`src/rtl/mcg_pkg.sv`:
```
package mcg_pkg;
   localparam int unsigned CODE_W = 3;

   typedef struct packed {
      logic              fam384;
      logic              wide;
      logic [CODE_W-1:0] code;
   } mcg_cfg_t;
endpackage

```
`src/rtl/mcg_cfg_latch.sv`:
```
module mcg_cfg_latch
   import mcg_pkg::*;
#(
   parameter int unsigned HI_MAX = 4,
   parameter int unsigned LO_MAX = 3
) (
   input  logic              clk,
   input  logic              rst_n,
   input  logic              load,
   input  logic              req_fam384,
   input  logic              req_wide,
   input  logic [CODE_W-1:0] req_code,
   output mcg_cfg_t          cfg_q
);
   localparam logic [CODE_W-1:0] HI_MAX_C = CODE_W'(HI_MAX);
   localparam logic [CODE_W-1:0] LO_MAX_C = CODE_W'(LO_MAX);

   logic legal;
   assign legal = req_fam384 ? (req_code <= LO_MAX_C) : (req_code <= HI_MAX_C);

   always_ff @(posedge clk or negedge rst_n) begin
      if (!rst_n) begin
         cfg_q <= '0;
      end else if (load && legal) begin
         cfg_q.fam384 <= req_fam384;
         cfg_q.wide   <= req_wide & req_fam384;
         cfg_q.code   <= req_code;
      end
   end
endmodule

```
`src/rtl/mcg_phase.sv`:
```
module mcg_phase #(
   parameter int unsigned FRAME_HI = 1024,
   parameter int unsigned FRAME_LO = 768,
   parameter int unsigned PH_W     = 10
) (
   input  logic            clk,
   input  logic            rst_n,
   input  logic            halt,
   input  logic            run,
   input  logic            fam384,
   output logic [PH_W-1:0] ph_q,
   output logic            wrap
);
   localparam logic [PH_W-1:0] LAST_HI = PH_W'(FRAME_HI - 1);
   localparam logic [PH_W-1:0] LAST_LO = PH_W'(FRAME_LO - 1);

   assign wrap = run && (ph_q == (fam384 ? LAST_LO : LAST_HI));

   always_ff @(posedge clk or negedge rst_n) begin
      if (!rst_n)           ph_q <= '0;
      else if (halt)        ph_q <= ph_q;
      else if (!run || wrap) ph_q <= '0;
      else                  ph_q <= ph_q + 1'b1;
   end
endmodule

```
`src/rtl/mcg_bitclk.sv`:
```
module mcg_bitclk #(
   parameter int unsigned HALF_HI  = 16,
   parameter int unsigned HALF_LON = 12,
   parameter int unsigned HALF_LOW = 8,
   parameter int unsigned HC_W     = 5
) (
   input  logic clk,
   input  logic rst_n,
   input  logic halt,
   input  logic run,
   input  logic wrap,
   input  logic fam384,
   input  logic wide,
   output logic bclk_q
);
   localparam logic [HC_W-1:0] END_HI  = HC_W'(HALF_HI - 1);
   localparam logic [HC_W-1:0] END_LON = HC_W'(HALF_LON - 1);
   localparam logic [HC_W-1:0] END_LOW = HC_W'(HALF_LOW - 1);

   logic [HC_W-1:0] hc_q;
   logic [HC_W-1:0] hc_end;

   assign hc_end = !fam384 ? END_HI : (wide ? END_LOW : END_LON);

   always_ff @(posedge clk or negedge rst_n) begin
      if (!rst_n) begin
         hc_q   <= '0;
         bclk_q <= 1'b0;
      end else if (halt) begin
         hc_q   <= hc_q;
         bclk_q <= bclk_q;
      end else if (!run || wrap) begin
         hc_q   <= '0;
         bclk_q <= 1'b0;
      end else if (hc_q == hc_end) begin
         hc_q   <= '0;
         bclk_q <= ~bclk_q;
      end else begin
         hc_q   <= hc_q + 1'b1;
      end
   end
endmodule

```
`src/rtl/mclk_gen.sv`:
```
module mclk_gen
   import mcg_pkg::*;
#(
   parameter int unsigned SRC_HI_FS  = 512,
   parameter int unsigned SRC_LO_FS  = 384,
   parameter int unsigned BITS_N     = 32,
   parameter int unsigned BITS_W     = 48,
   parameter bit          OUT_RETIME = 1'b0
) (
   input  logic              ref_clk,
   input  logic              rst_n,
   input  logic              soft_rst,
   input  logic              clk_gate,
   input  logic              run,
   input  logic              fam384,
   input  logic [CODE_W-1:0] ratio_code,
   input  logic              bits48,
   output logic              mclk_o,
   output logic              bclk_o,
   output logic              fs_o
);
   localparam int unsigned FRAME_HI = 2 * SRC_HI_FS;
   localparam int unsigned FRAME_LO = 2 * SRC_LO_FS;
   localparam int unsigned PH_W     = $clog2(FRAME_HI);
   localparam int unsigned HI_MAX   = $clog2(SRC_HI_FS / BITS_N);
   localparam int unsigned LO_MAX   = $clog2(SRC_LO_FS / BITS_W);
   localparam int unsigned HALF_HI  = FRAME_HI / (2 * BITS_N);
   localparam int unsigned HALF_LON = FRAME_LO / (2 * BITS_N);
   localparam int unsigned HALF_LOW = FRAME_LO / (2 * BITS_W);
   localparam int unsigned HC_W     = $clog2(HALF_HI + 1);
   localparam logic [PH_W-1:0] MID_HI = PH_W'(FRAME_HI / 2);
   localparam logic [PH_W-1:0] MID_LO = PH_W'(FRAME_LO / 2);

   if (SRC_LO_FS >= SRC_HI_FS) begin : g_bad_order
      $error("low family must be slower than high family");
   end
   if ((BITS_N << HI_MAX) != SRC_HI_FS || (BITS_W << LO_MAX) != SRC_LO_FS) begin : g_bad_ratio
      $error("family rates must be power-of-two multiples of the bit counts");
   end
   if ((FRAME_LO % (2 * BITS_N)) != 0 || (FRAME_LO % (2 * BITS_W)) != 0 ||
       (FRAME_HI % (2 * BITS_N)) != 0) begin : g_bad_half
      $error("bit clock half period must be a whole number of cycles");
   end
   if (HI_MAX >= (1 << CODE_W) || HI_MAX >= PH_W) begin : g_bad_code
      $error("ratio code field too narrow");
   end

   logic            halt;
   logic            wrap;
   logic            load;
   logic [PH_W-1:0] ph_q;
   logic            bclk_q;
   mcg_cfg_t        cfg_q;
   logic            mclk_c, bclk_c, fs_c;

   assign halt = soft_rst | clk_gate;
   assign load = !halt && (!run || wrap);

   mcg_cfg_latch #(.HI_MAX(HI_MAX), .LO_MAX(LO_MAX)) u_cfg (
      .clk(ref_clk), .rst_n(rst_n), .load(load),
      .req_fam384(fam384), .req_wide(bits48), .req_code(ratio_code),
      .cfg_q(cfg_q)
   );

   mcg_phase #(.FRAME_HI(FRAME_HI), .FRAME_LO(FRAME_LO), .PH_W(PH_W)) u_ph (
      .clk(ref_clk), .rst_n(rst_n), .halt(halt), .run(run),
      .fam384(cfg_q.fam384), .ph_q(ph_q), .wrap(wrap)
   );

   mcg_bitclk #(.HALF_HI(HALF_HI), .HALF_LON(HALF_LON), .HALF_LOW(HALF_LOW),
                .HC_W(HC_W)) u_bclk (
      .clk(ref_clk), .rst_n(rst_n), .halt(halt), .run(run), .wrap(wrap),
      .fam384(cfg_q.fam384), .wide(cfg_q.wide), .bclk_q(bclk_q)
   );

   assign mclk_c = ph_q[cfg_q.code] & ~halt;
   assign bclk_c = bclk_q & ~halt;
   assign fs_c   = (ph_q >= (cfg_q.fam384 ? MID_LO : MID_HI)) & ~halt;

   if (OUT_RETIME) begin : g_out_reg
      always_ff @(posedge ref_clk or negedge rst_n) begin
         if (!rst_n) begin
            mclk_o <= 1'b0;
            bclk_o <= 1'b0;
            fs_o   <= 1'b0;
         end else begin
            mclk_o <= mclk_c;
            bclk_o <= bclk_c;
            fs_o   <= fs_c;
         end
      end
   end else begin : g_out_comb
      assign mclk_o = mclk_c;
      assign bclk_o = bclk_c;
      assign fs_o   = fs_c;
   end
endmodule

```
`config.mk`:
```
export PLATFORM = sky130hd
export DESIGN_NAME = mclk_gen
export DESIGN_NICKNAME = d
export VERILOG_FILES = /design/src/rtl/mcg_pkg.sv /design/src/rtl/mcg_cfg_latch.sv /design/src/rtl/mcg_phase.sv /design/src/rtl/mcg_bitclk.sv /design/src/rtl/mclk_gen.sv
export SDC_FILE = /design/constraint.sdc
export NUM_CORES = 1
export LEC_CHECK = 0
export ABC_AREA = 1
export BUFFER_PORTS_ARGS = -buffer_cell sky130_fd_sc_hd__buf_2
export CAP_MARGIN = 15
export CORE_MARGIN = 4
export CORE_UTILIZATION = 52
export DETAILED_ROUTE_END_ITERATION = 8
export GPL_ROUTABILITY_DRIVEN = 0
export GPL_TIMING_DRIVEN = 0
export PLACE_DENSITY = 0.7
export REMOVE_ABC_BUFFERS = 1
export SLEW_MARGIN = 20
export SYNTH_ARGS = -nofsm -noshare
export SYNTH_HDL_FRONTEND = slang
export SYNTH_SLANG_ARGS = --single-unit
```
`constraint.sdc`:
```
create_clock -name ref_clk -period 1.5 [get_ports ref_clk]
set_input_delay 0.075 -clock ref_clk [delete_from_list [all_inputs] [get_ports ref_clk]]
set_output_delay 0.075 -clock ref_clk [all_outputs]
set_load 0.1 [all_outputs]
```
# Word level (Yosys, flattened, before mapping)
# Index checks and enable logic that the tools add are counted.
# word_totals
ff_bits	21
out_inout_bits	3
elab_cells	41
# op_classes
addsub	2
order_cmp	4
eq_ne	2
mux	12
bitwise_logic	7
reduce_logical	8
# ops
cell	n
2-to-1 mux 10 bit	2
2-to-1 mux 5 bit	3
adder 10 x 1 -> 10 bit (second input constant)	1
equality test 10 bit	1
greater-or-equal comparator 10 bit	1
2-to-1 mux 9 bit	1
adder 5 x 1 -> 5 bit (second input constant)	1
equality test 5 bit	1
less-than comparator 3 x 5 -> 1 bit (second input constant)	1
bitwise AND 1 bit	4
2-to-1 mux 1 bit	4
2-to-1 mux 4 bit	1
binary-select mux 1 bit (select 3 bit)	1
<= comparator 3 x 2 -> 1 bit (second input constant)	1
<= comparator 3 bit (second input constant)	1
logical AND 1 bit	3
logical NOT 1 bit	2
NOT 1 bit	2
AND reduction 2 bit	1
nonzero test 2 bit	1
logical OR 1 bit	1
bitwise OR 1 bit	1

# Logic depth before layout (Yosys ltp)
# Gate-level depths: netlist (run 1).
# logic_depth
ltp_word	6
mapped_depth	9
mapped_depth_nobuf	9

# Cells and area by module
# From an unflattened synthesis (run 1), not the netlist that was laid out.
# unflattened
cells_unflattened	197
area_unflattened_um2	1391.3
# by_module_without_submodules
module	n_inst	cells_per_inst	area_per_inst_um2	seq_area_each_um2
mcg_phase	1	76	586.8	250.2
mcg_bitclk	1	45	351.6	150.1
mclk_gen	1	50	230.2	0.0
mcg_cfg_latch	1	26	222.7	125.1

# Worst setup path after synthesis (run 1)
# No wires, ideal clock.
# synth_path
path_type	register to output
start	register u_ph.ph_q[7]
end	output port fs_o
arrival_ns	2.425
t_required_ns	1.425
slack_ns	-1.000
path_stages_with_launch	7
n_path_buf	0
cell_sequence	dfrtp_1 -> inv_1 -> ha_1 -> nand3_1 -> nor3_1 -> nand3_1 -> a21oi_1
# synth_between
elab_chain_cells	2
# synth_rtl
element	line_no	rtl
start: declaration	mcg_phase.sv:11	output logic [PH_W-1:0] ph_q,
start signal: assignment	mcg_phase.sv:21	else if (halt) ph_q <= ph_q;
start signal: assignment	mcg_phase.sv:23	else ph_q <= ph_q + 1'b1;
greater-or-equal comparator 10 bit	mclk_gen.sv:78	assign fs_c = (ph_q >= (cfg_q.fam384 ? MID_LO : MID_HI)) & ~halt;
bitwise AND 1 bit	mclk_gen.sv:78	
end: declaration	mclk_gen.sv:20	output logic fs_o
# No other way between the ends.

# Worst setup path in the final report (run 1)
# layout_path
start	register u_cfg.cfg_q[4] (netlist name)
end	output port fs_o
# layout_between
elab_chain_cells	3
# layout_rtl
element	line_no
2-to-1 mux 10 bit	mclk_gen.sv:78
greater-or-equal comparator 10 bit	mclk_gen.sv:78
bitwise AND 1 bit	mclk_gen.sv:78
# No other way between the ends.

==> results of run 1 <==
-- Yosys cell counts, types with 2 or more instances --
library cell,n
ha_1,6
a21oi_1,7
nand2_2,2
nand2_4,2
nor2_1,18
nand2_1,45
nor3_1,4
o21ai_0,6
inv_2,3
nand4_1,9
buf_2,2
xor2_1,4
inv_1,20
nor2_2,3
buf_4,2
nand3_1,12
dfrtp_1,21
nor2_4,3
-- cell type report --
cell class	instances	area [um2]	area share
multi-input combinational	131	821	0.495
sequential	21	529	0.319
timing repair buffer	20	151	0.0913
inverter	24	92.6	0.0558
tap	30	37.5	0.0226
clock buffer	4	26.3	0.0158
-- where the power goes --
part | leakage (nW) | internal, mW | switching, mW
Sequential | 0.279 | 0.624 | 0.0766
Clock | 0.0150 | 0.104 | 0.178
Combinational | 0.487 | 0.180 | 0.239
-- how the worst min path moves through the flow --
stage	startpoint	slack [ps]	endpoint	cells after the start
2_1_floorplan	rst_n	-220	u_bclk.bclk_q	0
3_3_place_gp	rst_n	50	u_ph.ph_q[5]	1
3_5_place_dp	rst_n	60	u_ph.ph_q[7]	1
4_1_cts	ratio_code[0]	40	u_cfg.cfg_q[0]	3
5_1_grt	ratio_code[1]	50	u_cfg.cfg_q[1]	3
6_report	ratio_code[0]	50	u_cfg.cfg_q[0]	3
-- worst reg2reg max path, delay by kind of cell, from the launching register on --
family                   cells  cell delay, ps
adder cells (fa/ha/maj)      1             200
buffers and inverters        2             200
flip-flops                   1             480
AND/OR/NAND/NOR              5             500
-- metrics by stage --
step | total power, mW | setup WS [ps] | util | hold WS [ps]
finish | 1.40 | -352 | 0.663 | 49.8
global route | 1.48 | -433 | 0.663 | 47.3
CTS | 1.35 | -341 | 0.630 | 39.4
detailed placement | 1.01 | -226 | 0.576 | 64.1
global placement | 0.997 | -250 | 0.576 | 54.5
floorplan | 0.919 | -1000 | - | -221
-- layer usage --
layer	track usage	share of wire
met3	0.0218	0.042
met2	0.290	0.48
met1	0.255	0.48
met4	0.0583	0.0046
met5	0	0
-- repair_timing --
item                                    4_1_cts  5_1_grt
endpoints found under the setup margin       23       24
cloned                                        1        1
resized for setup                            18       16
hold buffers                                  1        0
pin swaps                                     4        3
hold endpoints to repair                     21        0
buffers inserted                              4        3
-- sequential cells by signal, indices dropped and copies added (netlist names) --
register and flops:
u_ph.ph_q 10, u_bclk.hc_q 5, u_bclk.bclk_q 1, u_cfg.cfg_q 5
-- kinds of logic (layout without fill, tap and decap cells) --
group / Yosys count / after routing
and+or+nand+nor: 100 / 102
adders and majority gates: 6 / 6
AOI/OAI and AO/OA: 19 / 19
DFF: 21 / 21
xor gates and xnor gates: 4 / 4
buffers and inverters: 28 / 48
==> impl_metrics.tcl, run 1 <==
set metrics [dict create \
    status "complete, but fails checks" \
    failed_checks "negative setup slack" \
    synth_edf_count 0 \
    worst_pin_slew_ps 488 \
    routed-via-count 1241 \
    grt_max_degree 24 \
    totalWireLength_mm 3.04 \
    fin_worst_skew_ps 7.07 \
    crit_type "flop to primary output" \
    coreArea_mm2 0.00250 \
    layout_common_cells "nand2_1 (43), dfrtp_1 (18), inv_1 (17)" \
    vias_per_cell 5.40 \
    antenna_found_initial 0 \
    insertion_delay_ps 310 \
    initialDrtViolationCount 63 \
    die_y_um 59.3 \
    root_buffer "clkbuf_4" \
    crit_path_end "fs_o" \
    final_layout_size_suffix_gt1_frac 0.310 \
    ys_seq_area_frac 0.385 \
    fin_ws_ps -352 \
    hold_viol 0 \
    setup.worst_path.start "u_cfg.cfg_q[4]" \
    fin_area_mm2 0.00166 \
    final.period_utilization 1.23 \
    grt_pass1_vias 1159 \
    syn_to_final_growth_pct 21.3 \
    critPathTopFamily "flip-flops" \
    synth-simple-area-share 0.357 \
    synth_top_family_by_area "simple AND/OR/NAND/NOR gates" \
    dieArea_mm2 0.00351 \
    ys_types 27 \
    cts_buffer_depth 2 \
    htreeDepth 1 \
    slew_violations 0 \
    max_slew_margin 0.675 \
    layout_commonest_cell "nand2_1" \
    clk_pin_slew_worst_paths_ps 120 \
    report.final.setup_viol 4 \
    cp_slowest_cell "dfrtp_2" \
    vdd_drop_max_mv 0.786 \
    cap_violations 0 \
    clkSinkCount 21 \
    dr.pass1.iters 4 \
    num_antenna_cells 0 \
    port_buffers 12 \
    critPathLaunchType "flop" \
    crit_buf_inv 1 \
    track_usage 0.182 \
    io_pins 13 \
    drc_errors 0 \
    r2r_end "u_ph.ph_q[5]" \
    synthTopCellsByArea "dfrtp_1 (38%), nand2_1 (12%), ha_1 (5.5%), inv_1 (5.5%), nor2_1 (4.9%)" \
    worstHoldPathType "input port to flop" \
    critical_path.max_fanout 5 \
    grt_pass1_wl_mm 4.89 \
    cts_tree "built" \
    syn-cell-area_mm2 0.00137 \
    rsz0062_at_grt "yes" \
    syn_inst 178 \
    reg2reg_depth 8 \
    routedWlPerCell_um 13.2 \
    cp_data_arrival_time_ps 1780 \
    ff2ff_setup_slack_ps 0 \
    ys.flop_type "dfrtp_1" \
    synth_mux_area_frac 0 \
    layout.nets 217 \
    yosysTopAreaCell "dfrtp_1" \
    synth_xor_area_frac 0.0256 \
    fmax_mhz 540 \
    finalNonFillerCells 230 \
    cts_made_buffers 3 \
    die-width_um 59.3 \
    max_stage_delay_ps 480 \
    rows 18 \
    p_per_area_mw_per_mm2 845 \
    timing.setup.tns_ps -404 \
    synth-seq-cells 21 \
    cp_cell_sequence "ha_1 -> nand2_1 -> nor2_2 -> a211oi_2 -> a21oi_2 -> buf_8" \
    synth.avg_cell_area_um2 7.68 \
    nFillCells 217 \
    synth_compound_area_frac 0.0916 \
    initial_core_util 0.547 \
    leakage_nw 0.781 \
    antenna_left 0 \
    yosys_warnings 0 \
    cp_num_cells 6 \
    place_hpwl_mm 2.01 \
    required_ps 1420 \
    synth_top_area_share 0.385 \
    placedCellCount 216 \
    placed_area_mm2 0.00144 \
    period_needed_ps 1850 \
    reg2reg_from "u_cfg.cfg_q[4]" \
    grt_overflow 0 \
    synth-adder-area-share 0.0549 \
    critPathCaptureType "primary output" \
    async_reset_ff_frac 1.00 \
]
Power figures use the tool's default switching activity.
==> run 2: changes to the inputs <==
--- a/config.mk
+++ b/config.mk
@@ -6,7 +6,7 @@
 export NUM_CORES = 1
 export LEC_CHECK = 0
 export ABC_AREA = 1
-export BUFFER_PORTS_ARGS = -buffer_cell sky130_fd_sc_hd__buf_2
+export BUFFER_PORTS_ARGS = -buffer_cell sky130_fd_sc_hd__clkbuf_2
 export CAP_MARGIN = 15
 export CORE_MARGIN = 4
 export CORE_UTILIZATION = 52
@@ -15,7 +15,6 @@
 export GPL_TIMING_DRIVEN = 0
 export PLACE_DENSITY = 0.7
 export REMOVE_ABC_BUFFERS = 1
-export SLEW_MARGIN = 20
 export SYNTH_ARGS = -nofsm -noshare
 export SYNTH_HDL_FRONTEND = slang
 export SYNTH_SLANG_ARGS = --single-unit
==> impl_metrics.tcl, run 2 (synthesized netlist as in run 1, its figures left out) <==
set metrics [dict create \
    crit_buf_inv 1 \
    layout_common_cells "nand2_1 (41), dfrtp_1 (18), inv_1 (17), nor2_1 (17), nand3_1 (11)" \
    largest_reg_flops 10 \
    rows 18 \
    leakage_nw 0.804 \
    required_ps 1420 \
    hold_viol 0 \
    routed-via-count 1246 \
    critPathLaunchType "flop" \
    routedWlPerCell_um 13.2 \
    reg2reg_from "u_ph.ph_q[0]" \
    failed_checks "negative setup slack" \
    reg_top3 "u_ph.ph_q x10, u_bclk.hc_q x5, u_cfg.cfg_q x5" \
    grt_pass1_vias 1146 \
    fmax_mhz 541 \
    slew_violations 0 \
    critPathTopFamily "flip-flops" \
    crit_type "flop to primary output" \
    cap_violations 0 \
    syn_to_final_growth_pct 22.9 \
    worstHoldStart "ratio_code[0]" \
    drc_errors 0 \
    coreArea_mm2 0.00250 \
    root_buffer "clkbuf_4" \
    clockPowerShare 0.199 \
    io_pins 13 \
    r2r_end "u_cfg.cfg_q[1]" \
    antenna_found_initial 0 \
    period_needed_ps 1850 \
    layout_commonest_cell "nand2_1" \
    initial_core_util 0.547 \
    ff2ff_setup_slack_ps -80 \
    final_layout_size_suffix_gt1_frac 0.319 \
    worst_pin_slew_ps 541 \
    grt_overflow 0 \
    port_buffers 12 \
    reg2reg_depth 9 \
    antenna_left 0 \
    die-width_um 59.3 \
    report.final.setup_viol 19 \
    cp_data_arrival_time_ps 1770 \
    max_stage_delay_ps 450 \
    status "complete, but fails checks" \
    worstHoldPathType "input port to flop" \
    htreeDepth 1 \
    die_y_um 59.3 \
    timing.setup.tns_ps -1350 \
    min_delay_path_depth 3 \
    max_slew_margin 0.641 \
    fin_worst_skew_ps 1.37 \
    grt_pass1_wl_mm 5.27 \
    nFillCells 215 \
    p_per_area_mw_per_mm2 847 \
    totalWireLength_mm 3.08 \
    dieArea_mm2 0.00351 \
    critPathCaptureType "primary output" \
    p_sw_mw 0.502 \
    cp_num_cells 6 \
    dr.pass1.iters 4 \
    insertion_delay_ps 300 \
    largest_register "u_ph.ph_q" \
    clk_pin_slew_worst_paths_ps 120 \
    vdd_drop_max_mv 0.692 \
    fin_hold_ws_ps 42.3 \
    comb_power_share 0.312 \
    final.period_utilization 1.23 \
    cts_tree "built" \
    power.share.sequential 0.489 \
    hold_end "u_cfg.cfg_q[0]" \
    critical_path.max_fanout 4 \
    vias_per_cell 5.32 \
    track_usage 0.198 \
    cp_cell_sequence "ha_1 -> nand3_1 -> nor3_2 -> nand3_1 -> a21oi_2 -> buf_12" \
    layout.nets 221 \
    num_antenna_cells 0 \
    grt_max_degree 24 \
    cts_made_buffers 3 \
    power_switching_share 0.353 \
    fin_ws_ps -348 \
    cts_buffer_depth 2 \
    cp_slowest_cell "dfrtp_2" \
    initialDrtViolationCount 55 \
    place_hpwl_mm 2.03 \
    internal-power_mw 0.920 \
    rsz0062_at_grt "yes" \
    p_total_mw 1.42 \
    worst_path_most_repeated_cell "nand3_1" \
    clkSinkCount 21 \
]
run 2: cell count changes in the layout (fill, tap and decap cells not counted), sizes merged:
cell and change:
clkbuf +11, buf -7
run 2: worst max-delay path by stage:
stage,startpoint,to
final,u_cfg.cfg_q[4],fs_o
after global routing,u_ph.ph_q[0],fs_o
after CTS,u_ph.ph_q[0],fs_o
after detailed placement,u_ph.ph_q[7],fs_o
after global placement,u_ph.ph_q[7],fs_o
after floorplan,u_ph.ph_q[7],fs_o
run 2: power by group through the flow:
stage,clock network [mW],logic (mW),registers (mW)
global placement,0,0.300,0.697
detailed placement,0,0.310,0.701
global route,0.322,0.486,0.707
CTS,0.289,0.397,0.690
finish,0.283,0.444,0.696
floorplan,0,0.236,0.683
run 2: metal layers:
layer	global-route usage	part of all wire	vias up
li1	-	-	634
met4	0.0647	0.0081	0
met2	0.301	0.47	33
met3	0.0327	0.045	4
met1	0.284	0.48	575
met5	0	0	-
run 2: cell type report:
class                   count  area [um2]  area share
clock buffers               4        26.3      0.0156
inverters                  24        95.1      0.0566
multi-input cells         131         800       0.476
flip-flops and latches     21         529       0.315
well taps                  30        37.5      0.0224
repair buffers             24         191       0.114
run 2: tightest hold or removal path, stage by stage:
cell,delay [ps]
clkbuf_2,110
nand4_1,90
nand2_1,50
run 2: through the flow:
stage	worst slack, ps	std cells	instance area, um2	utilization
after detailed placement	-294	216	1440	0.576
final	-348	234	1680	0.672
after floorplan	-1000	174	1340	-
after global routing	-441	234	1680	0.672
after CTS	-336	228	1610	0.642
after global placement	-291	216	1440	0.576
run 2: repair_timing:
item | in CTS | in global routing
gates cloned | 1 | 1
endpoints found under the hold margin | 21 | 0
pin swaps | 6 | 5
setup endpoints to repair | 23 | 23
resized for setup | 22 | 11
hold buffers | 1 | 0
setup buffers | 6 | 5
==> run 3: changes to the inputs <==
--- a/config.mk
+++ b/config.mk
@@ -9,11 +9,11 @@
 export BUFFER_PORTS_ARGS = -buffer_cell sky130_fd_sc_hd__clkbuf_2
 export CAP_MARGIN = 15
 export CORE_MARGIN = 4
-export CORE_UTILIZATION = 52
+export CORE_UTILIZATION = 50
 export DETAILED_ROUTE_END_ITERATION = 8
 export GPL_ROUTABILITY_DRIVEN = 0
 export GPL_TIMING_DRIVEN = 0
-export PLACE_DENSITY = 0.7
+export PLACE_DENSITY = 0.68
 export REMOVE_ABC_BUFFERS = 1
 export SYNTH_ARGS = -nofsm -noshare
 export SYNTH_HDL_FRONTEND = slang
==> impl_metrics.tcl, run 3 (synthesized netlist as in run 1, its figures left out) <==
set metrics [dict create \
    status "complete, but fails checks" \
    failed_checks "negative setup slack" \
    critPathLaunchType "flop" \
    grt_overflow 0 \
    root_buffer "clkbuf_4" \
    clkSinkCount 21 \
    cts_made_buffers 3 \
    antenna_found_initial 0 \
    cap_violations 0 \
    worst_path_most_repeated_cell "nand3_1" \
    num_antenna_cells 0 \
    largest_reg_flops 10 \
    fmax_mhz 543 \
    cp_slowest_cell "dfrtp_2" \
    insertion_delay_ps 310 \
    vdd_drop_max_mv 0.684 \
    regArea_um2 529 \
    critical_path.max_fanout 4 \
    totalWireLength_mm 2.87 \
    coreArea_mm2 0.00254 \
    grt_pass1_wl_mm 4.80 \
    final.period_utilization 1.23 \
    routed-via-count 1199 \
    antenna_left 0 \
    clk_pin_slew_worst_paths_ps 120 \
    rows 18 \
    vias_per_cell 5.24 \
    period_needed_ps 1840 \
    htreeDepth 1 \
    crit_type "flop to primary output" \
    layout_commonest_cell "nand2_1" \
    fin_worst_skew_ps 6.69 \
    cp_data_arrival_time_ps 1770 \
    internal-power_mw 0.882 \
    setup.worst_path.start "u_cfg.cfg_q[4]" \
    die-width_um 60.3 \
    layout_common_cells "nand2_1 (44), inv_1 (19), dfrtp_1 (18)" \
    crit_path_end "fs_o" \
    critPathTopFamily "flip-flops" \
    cts_tree "built" \
    crit_buf_inv 1 \
    track_usage 0.175 \
    worstHoldPathType "input port to flop" \
    largest_register "u_ph.ph_q" \
    r2r_end "u_ph.ph_q[2]" \
    drc_errors 0 \
    fin_ws_ps -342 \
    grt_pass1_vias 1125 \
    p_per_area_mw_per_mm2 838 \
    io_pins 13 \
    comb_power_share 0.289 \
    max_stage_delay_ps 450 \
    power_switching_share 0.351 \
    cp_cell_sequence "ha_1 -> nand3_1 -> nor3_2 -> nand3_1 -> a21oi_2 -> buf_8" \
    worst_pin_slew_ps 566 \
    rsz0062_at_grt "yes" \
    reg_top3 "u_ph.ph_q x10, u_bclk.hc_q x5, u_cfg.cfg_q x5" \
    nFillCells 228 \
    report.final.setup_viol 16 \
    initialDrtViolationCount 38 \
    leakage_nw 0.780 \
    p_sw_mw 0.477 \
    power.share.sequential 0.509 \
    dieArea_mm2 0.00363 \
    critPathCaptureType "primary output" \
    multi_input_area_um2 785 \
    dr.pass1.iters 4 \
    reg2reg_depth 9 \
    slew_violations 0 \
    clockPowerShare 0.202 \
    hold_viol 0 \
    initial_core_util 0.537 \
    grt_max_degree 24 \
    cts_buffer_depth 2 \
    worstHoldStart "ratio_code[0]" \
    die_y_um 60.3 \
    max_slew_margin 0.622 \
    ff2ff_setup_slack_ps -40 \
    fin_hold_ws_ps 29.7 \
    syn_to_final_growth_pct 18.7 \
    layout.nets 216 \
    place_hpwl_mm 2.01 \
    port_buffers 12 \
    cp_num_cells 6 \
    timing.setup.tns_ps -790 \
    required_ps 1420 \
    final_layout_size_suffix_gt1_frac 0.276 \
    reg2reg_from "u_ph.ph_q[0]" \
    routedWlPerCell_um 12.5 \
]
==> run 3: metrics by stage <==
step,power [mW],std cells,instance area (um2),util,worst slack [ps]
after floorplan,0.919,174,1340,-,-1000
after global placement,0.996,216,1440,0.565,-291
after detailed placement,1.01,216,1440,0.565,-323
after CTS,1.34,227,1570,0.618,-351
after global routing,1.45,229,1620,0.637,-439
final,1.36,229,1620,0.637,-342
==> run 3: metal layers <==
metal	global-route usage	vias up	wire, um
li1	-	617	-
met1	0.224	551	1360
met2	0.285	24	1340
met3	0.0259	7	113
met4	0.0854	0	54
met5	0	-	0
==> run 3: power groups by stage <==
stage	Combinational (mW)	Clock [mW]	Sequential, mW
2_1_floorplan	0.236	0	0.683
3_3_place_gp	0.298	0	0.699
3_5_place_dp	0.308	0	0.702
4_1_cts	0.366	0.286	0.685
5_1_grt	0.438	0.313	0.699
6_report	0.392	0.275	0.692
==> run 3: layout make-up <==
cell class,count,share of cell area
inverter,24,0.0571
tap,30,0.0231
timing repair buffer,20,0.0926
clock buffer,3,0.0139
multi-input combinational,130,0.484
sequential,21,0.326
clock inverter,1,0.00309
==> run 3: worst min path at each step <==
stage                     cells past startpoint        endpoint  slack (ps)
after floorplan                               0   u_bclk.bclk_q        -220
after global placement                        1    u_ph.ph_q[7]          70
after detailed placement                      1    u_ph.ph_q[7]          80
after CTS                                     3  u_cfg.cfg_q[0]          30
after global routing                          3  u_cfg.cfg_q[4]          20
final                                         3  u_cfg.cfg_q[0]          30
==> run 3: tightest hold or removal path, cell delays in order <==
cell	delay, ps
clkbuf_2	110
nand4_1	90
nand2_1	50
==> run 3: repair_timing <==
action,4_1_cts,5_1_grt
buffers inserted,5,2
gates resized for setup,12,13
gates cloned,1,0
endpoints found under the hold margin,21,0
pin swaps,5,3
setup endpoints to repair,24,23
hold buffers,1,0
